$ cat src/rtl/wdalm_pkg.sv
package wdalm_pkg;

    // Control byte, bit 7 first
    typedef struct packed {
        logic       osc_stop;
        logic       cnt_en;
        logic       wd_mode;
        logic       sqw_batt;
        logic       wd_steer;
        logic [1:0] rate;
        logic       alarm_ie;
    } ctrl_t;

    localparam logic [7:0] CTRL_RESET = 8'h06;

    typedef enum logic [1:0] {
        CNT_HOLD,
        CNT_LOAD,
        CNT_STEP,
        CNT_EXPIRE
    } cnt_op_e;

    // Replace one byte lane of a word
    function automatic logic [31:0] put_byte(input logic [31:0] word,
                                             input int unsigned lane,
                                             input logic [7:0] val);
        logic [31:0] r;
        r = word;
        r[lane*8 +: 8] = val;
        return r;
    endfunction

endpackage

$ cat src/rtl/wdalm_ctrl_reg.sv
module wdalm_ctrl_reg
    import wdalm_pkg::*;
(
    input  logic       clk,
    input  logic       rst,
    input  logic       we,
    input  logic [7:0] wdata,
    output ctrl_t      ctrl
);
    logic [7:0] q;

    always_ff @(posedge clk) begin
        if (rst)
            q <= CTRL_RESET;
        else if (we)
            q <= wdata;
    end

    assign ctrl = ctrl_t'(q);

endmodule

$ cat src/rtl/wdalm_counter.sv
module wdalm_counter
    import wdalm_pkg::*;
#(
    parameter int CNT_W = 24,
    parameter int SEL_W = 2
) (
    input  logic             clk,
    input  logic             rst,
    input  logic             cnt_en,
    input  logic             wd_mode,
    input  logic             tick_fast,
    input  logic             tick_sec,
    input  logic             wr_en,
    input  logic [SEL_W-1:0] wr_sel,
    input  logic [7:0]       wr_data,
    input  logic             rd_en,
    output logic [CNT_W-1:0] count,
    output logic [CNT_W-1:0] reload,
    output logic             expire
);
    localparam int BYTES = CNT_W / 8;

    logic [CNT_W-1:0] reload_q, reload_nx, cnt_q;
    logic             halted_q, expire_q;
    logic             tick_sel, step, last;
    cnt_op_e          op;

    // Per-lane reload update
    for (genvar b = 0; b < BYTES; b++) begin : g_lane
        assign reload_nx[b*8 +: 8] =
            (wr_en && wr_sel == SEL_W'(b)) ? wr_data : reload_q[b*8 +: 8];
    end

    assign tick_sel = wd_mode ? tick_fast : tick_sec;
    assign step     = cnt_en && tick_sel && !(wd_mode && halted_q);
    assign last     = (cnt_q[CNT_W-1:1] == '0);

    always_comb begin
        if (wr_en || rd_en)
            op = CNT_LOAD;
        else if (step && last)
            op = CNT_EXPIRE;
        else if (step)
            op = CNT_STEP;
        else
            op = CNT_HOLD;
    end

    always_ff @(posedge clk) begin
        if (rst) begin
            reload_q <= '0;
            cnt_q    <= '0;
            halted_q <= 1'b0;
            expire_q <= 1'b0;
        end else begin
            reload_q <= reload_nx;
            expire_q <= 1'b0;
            unique case (op)
                CNT_LOAD: begin
                    cnt_q    <= reload_nx;
                    halted_q <= 1'b0;
                end
                CNT_EXPIRE: begin
                    expire_q <= 1'b1;
                    if (wd_mode) begin
                        cnt_q    <= '0;
                        halted_q <= 1'b1;
                    end else begin
                        cnt_q <= reload_q;
                    end
                end
                CNT_STEP: cnt_q <= cnt_q - 1'b1;
                default: begin
                    if (!cnt_en)
                        halted_q <= 1'b0;
                end
            endcase
        end
    end

    assign count  = cnt_q;
    assign reload = reload_q;
    assign expire = expire_q;

endmodule

$ cat src/rtl/wdalm_pulse.sv
module wdalm_pulse #(
    parameter int PULSE_TICKS = 1024
) (
    input  logic clk,
    input  logic rst,
    input  logic start,
    input  logic steer_irq,
    input  logic tick,
    output logic active,
    output logic to_irq
);
    localparam int RW = $clog2(PULSE_TICKS + 1);

    logic [RW-1:0] rem_q;
    logic          to_irq_q;

    always_ff @(posedge clk) begin
        if (rst) begin
            rem_q    <= '0;
            to_irq_q <= 1'b0;
        end else if (start) begin
            rem_q    <= RW'(PULSE_TICKS);
            to_irq_q <= steer_irq;
        end else if (tick && rem_q != '0) begin
            rem_q <= rem_q - 1'b1;
        end
    end

    assign active = (rem_q != '0);
    assign to_irq = to_irq_q;

endmodule

$ cat src/rtl/wdalm_timer.sv
module wdalm_timer
    import wdalm_pkg::*;
#(
    parameter int CNT_W       = 24,
    parameter int PULSE_TICKS = 1024,
    parameter int SEL_W       = 2
) (
    input  logic             clk,
    input  logic             rst,
    input  logic             tick_fast,
    input  logic             tick_sec,
    input  logic             ctrl_we,
    input  logic [7:0]       ctrl_wdata,
    output logic [7:0]       ctrl_q,
    input  logic             cnt_we,
    input  logic [SEL_W-1:0] cnt_sel,
    input  logic [7:0]       cnt_wdata,
    input  logic             cnt_rd,
    output logic [CNT_W-1:0] cnt_rdata,
    input  logic             af_clr,
    input  logic             intcn,
    output logic             alarm_flag,
    output logic             osc_stop,
    output logic             sqw_batt_en,
    output logic [1:0]       sqw_rate,
    output logic             rst_out,
    output logic             irq
);
    ctrl_t            ctrl;
    logic [CNT_W-1:0] reload_val;
    logic             expire, pulse_start, pulse_active, pulse_to_irq;
    logic             af_q;

    wdalm_ctrl_reg u_ctrl (
        .clk   (clk),
        .rst   (rst),
        .we    (ctrl_we),
        .wdata (ctrl_wdata),
        .ctrl  (ctrl)
    );

    wdalm_counter #(.CNT_W(CNT_W), .SEL_W(SEL_W)) u_core (
        .clk       (clk),
        .rst       (rst),
        .cnt_en    (ctrl.cnt_en),
        .wd_mode   (ctrl.wd_mode),
        .tick_fast (tick_fast),
        .tick_sec  (tick_sec),
        .wr_en     (cnt_we),
        .wr_sel    (cnt_sel),
        .wr_data   (cnt_wdata),
        .rd_en     (cnt_rd),
        .count     (cnt_rdata),
        .reload    (reload_val),
        .expire    (expire)
    );

    assign pulse_start = expire && ctrl.wd_mode;

    wdalm_pulse #(.PULSE_TICKS(PULSE_TICKS)) u_pulse (
        .clk       (clk),
        .rst       (rst),
        .start     (pulse_start),
        .steer_irq (ctrl.wd_steer),
        .tick      (tick_fast),
        .active    (pulse_active),
        .to_irq    (pulse_to_irq)
    );

    // Sticky alarm flag: set beats clear
    always_ff @(posedge clk) begin
        if (rst)
            af_q <= 1'b0;
        else if (expire)
            af_q <= 1'b1;
        else if (af_clr)
            af_q <= 1'b0;
    end

    assign ctrl_q      = ctrl;
    assign alarm_flag  = af_q;
    assign osc_stop    = ctrl.osc_stop;
    assign sqw_batt_en = ctrl.sqw_batt;
    assign sqw_rate    = ctrl.rate;
    assign rst_out     = pulse_active && !pulse_to_irq;
    assign irq         = (pulse_active && pulse_to_irq)
                       || (af_q && ctrl.alarm_ie && intcn);

endmodule

$ cat config.mk
export PLATFORM = sky130hd
export DESIGN_NAME = wdalm_timer
export DESIGN_NICKNAME = d
export VERILOG_FILES = /design/src/rtl/wdalm_pkg.sv /design/src/rtl/wdalm_ctrl_reg.sv /design/src/rtl/wdalm_counter.sv /design/src/rtl/wdalm_pulse.sv /design/src/rtl/wdalm_timer.sv
export SDC_FILE = /design/constraint.sdc
export NUM_CORES = 1
export LEC_CHECK = 0
export ABC_CLOCK_PERIOD_IN_PS = 4300
export BUFFER_PORTS_ARGS = -buffer_cell sky130_fd_sc_hd__buf_2
export CORE_MARGIN = 4
export CORE_UTILIZATION = 50
export DETAILED_ROUTE_END_ITERATION = 10
export PLACE_DENSITY = 0.7
export SLEW_MARGIN = 25
export SYNTH_ARGS = -nofsm -noshare
export SYNTH_HDL_FRONTEND = slang
export SYNTH_SLANG_ARGS = --single-unit
$ cat constraint.sdc
create_clock -name clk -period 4.3 [get_ports clk]
set_clock_uncertainty 0.15 [all_clocks]
set_input_delay 0.645 -clock clk [delete_from_list [all_inputs] [get_ports clk]]
set_output_delay 0.645 -clock clk [all_outputs]
set_load 0.02 [all_outputs]
==> impl_metrics.py <==
metrics = {
    "status": {
        "status": "completed",
    },
    "floorplanning": {
        "start_util_pct": 51.53,
        "num_rows": 31,
        "die_h_um": 94.46,
        "ios": 66,
        "die_x_um": 94.46,
        "fp.coreArea_sq_mm": 0.007253,
        "dieArea_sq_mm": 0.008922,
    },
    "clocking": {
        "cts_sinks": 71,
        "clock_latency_ns": 0.35,
        "cts_setup_buffers": 0,
        "cts_max_path_buffers": 2,
        "clock-root-buffer": "clkbuf_8",
        "cts_hold_buffers": 0,
        "clkTransAtPathRegs_ns": 0.07,
        "numCtsBuffers": 9,
        "cts_tree": "yes",
        "htree_levels": 3,
        "post_cts_resized": 0,
    },
    "timing": {
        "worstMarginPinSlew_ns": 1.000,
        "hold_violations": 0,
        "fin_crit_sh_pct": 69.30,
        "fmax_ghz": 0.3356,
        "setup_viol": 0,
        "slew_headroom_pct": 33.11,
        "drv_slew": 0,
        "setup_tns_ns": 0,
        "finalCriticalPeriod_ns": 2.980,
        "rsz0062_at_grt": "false",
    },
    "drt": {
        "wl_per_cell_um": 16.55,
        "avgViaCountPerCell": 5.838,
        "drc": 0,
        "first_pass_iters": 5,
        "ant_nets": 0,
        "drtIter0Drc": 321,
        "vias": 3491,
        "drt-total-wl_mm": 9.896,
    },
    "logic_synthesis": {
        "avgSynthCellArea_sq_um": 8.305,
        "syn_nets": 480,
        "ys.flop_type": "dfxtp_1",
        "netlist_area_sq_mm": 0.003737,
        "synthArstFlopShare_pct": 0,
        "yosysTopAreaCell": "dfxtp_1",
        "syn_inst": 450,
        "yosysSeqAreaShare_pct": 38.03,
        "synthTopCellsByArea": "dfxtp_1 (38%), nor2_1 (7.3%), mux2i_1 (6.2%)",
        "yosysUniqueCellTypes": 60,
        "synth_seq_cells": 71,
        "synth_top_cell_area_share_pct": 38.03,
        "yosysWarnings": 0,
        "synth_edf_count": 0,
    },
    "critical_path": {
        "critPathLaunchType": "flip-flop",
        "worst-path-max-fanout": 5,
        "slowest_delay_ns": 0.57,
        "crit_path_end_kind": "output pin",
        "cp_slowest_cell": "or4_1",
        "arrival_ns": 2.18,
        "cpMostUsedCell": "or4_1",
        "crit_chain": "or4_1 > or4_1 > a32o_1 > buf_2",
        "crit_required_ns": 3.50,
        "path_class": "flip-flop to output pin",
        "crit_family": "simple AND/OR/NAND/NOR gates",
        "crit_buf_inv": 1,
    },
    "hold_path": {
        "hp-class": "flip-flop to flip-flop",
    },
    "global_route": {
        "grt_pass1_wl_mm": 16.07,
        "grt_max_degree": 41,
        "grt_overflow": 0,
        "grt_pass1_vias": 3202,
        "grt_antenna_before_repair": 0,
        "gr-usage-all-layers_pct": 22.90,
    },
    "finish": {
        "final_cells": 598,
        "n_fill_cell": 710,
        "nNetsFinal": 525,
        "stdcell_area_sq_mm": 0.004252,
        "area_growth_pct": 13.76,
        "drive_above_1_share_pct": 20.24,
        "n_antenna_cell": 0,
    },
    "power_and_ir_drop": {
        "clockPowerShare_pct": 30.2,
        "power_mw": 1.939,
        "leakage_nw": 1.771,
        "ir_drop_mv": 0.3864,
        "combPwrFrac_pct": 28.6,
        "pwr-share-seq_pct": 41.3,
        "switchingPower_mw": 0.6655,
        "p_sw_share_pct": 34.32,
        "p_per_area_mw_per_mm2": 456.1,
        "p_int_mw": 1.274,
    },
    "flow_run": {
        "max_cap_viol_count": 0,
    },
    "placed_design": {
        "hpwl_mm": 6.925,
        "place.gp.congestion": 0.9093,
        "portBuffers": 65,
        "dpl-instance-area_sq_mm": 0.004033,
        "dp_cells": 583,
    },
}
worst paths after layout:
path	startpoint	slack, ns	depth (start not counted)	to
worst max-delay path	u_pulse.rem_q[2]	1.32	4	irq
worst min-delay path	u_core.reload[23]	0.30	2	u_core.reload[23]
worst max register to register	u_core.count[12]	1.41	5	u_core.count[2]
worst min register to register	u_core.reload[23]	0.30	2	u_core.reload[23]
cell usage after synthesis, types with 6 or more instances:
library cell and number:
xnor2_1 7, nand2_1 38, mux2i_1 23, nand3_1 10, nor3_1 24, nor4_1 7, o221ai_1 6, o21ai_0 8
xor2_1 6, inv_1 9, o31ai_1 7, nor2_1 73, a311oi_1 9, a31oi_1 6, buf_4 8, a21oi_1 28
clkbuf_1 18, dfxtp_1 71
power groups by stage:
stage	Sequential [mW]	Combinational, mW	Clock (mW)
global placement	0.811	0.540	0
CTS	0.801	0.553	0.593
detailed placement	0.815	0.549	0
finish	0.801	0.554	0.585
global route	0.813	0.617	0.617
floorplan	0.815	0.421	0
worst reg2reg max path, stage by stage (launching register included):
cell and delay (ns):
dfxtp_1 0.38, nor4_4 0.39, nand3_1 0.33, nor3_4 0.91, a311oi_1 0.21, a2111oi_0 0.41
registers in the layout (all words and copies together) (netlist names):
signal and cells:
alarm_flag 1, u_core.count 24, u_core.expire 1, u_core.halted_q 1, u_core.reload 24, u_ctrl.ctrl 8
u_pulse.rem_q 11, u_pulse.to_irq 1
metal layers:
layer  global-route usage [%]  vias up  share of wire (%)
met3                    3.506       22                5.3
met5                        0        -                  0
met2                    35.17      106                 45
met4                    10.34        0                2.4
met1                    31.68     1642                 47
li1                         -     1721                  -
layout make-up:
type                       count  area, sq um  share of cell area (%)
clock buffer                   9        123.9                   2.913
tap                           99        123.9                   2.913
timing repair buffer          68        347.8                   8.181
clock inverter                 6        86.33                   2.031
sequential                    71         1421                   33.43
inverter                       9        33.78                  0.7946
multi-input combinational    336         2115                   49.74
stage by stage:
step | worst slack (ns) | hold WS [ns] | util, %
after detailed placement | 1.484 | 0.2980 | 55.60
after CTS | 1.284 | 0.3092 | 58.50
after floorplan | 1.831 | 0.2832 | -
after global routing | 1.161 | 0.3378 | 58.62
final | 1.320 | 0.3049 | 58.62
after global placement | 1.532 | 0.2925 | 55.60
cell families after synthesis:
family,after synthesis,synth area share [%]
xor gates and xnor gates,13,3.047
and+or+nand+nor,194,26.21
adders and majority gates,3,1.004
DFF,71,38.03
muxes,23,6.160
buffers and inverters,43,5.624
AOI/OAI and AO/OA,103,19.92
placed cells by master (no fill, tap or decap), drive strengths merged, types with 4 or more instances in the layout:
master   synthesis  layout
a2111oi          6       6
a211oi           4       4
a21o             5       5
a21oi           29      29
a311oi           9       9
a31oi            6       6
buf             16      68
clkbuf          18       9
dfxtp           71      71
inv              9       9
mux2i           23      23
nand2           39      39
nand2b           5       5
nand3           10      10
nor2            73      73
nor2b            4       4
nor3            25      25
nor4            10      10
o21a             5       5
o21ai           10      10
o221ai           6       6
o31ai            8       8
or3              4       4
or4              4       4
xnor2            7       7
xor2             6       6
(Power assumes the default switching activity.)
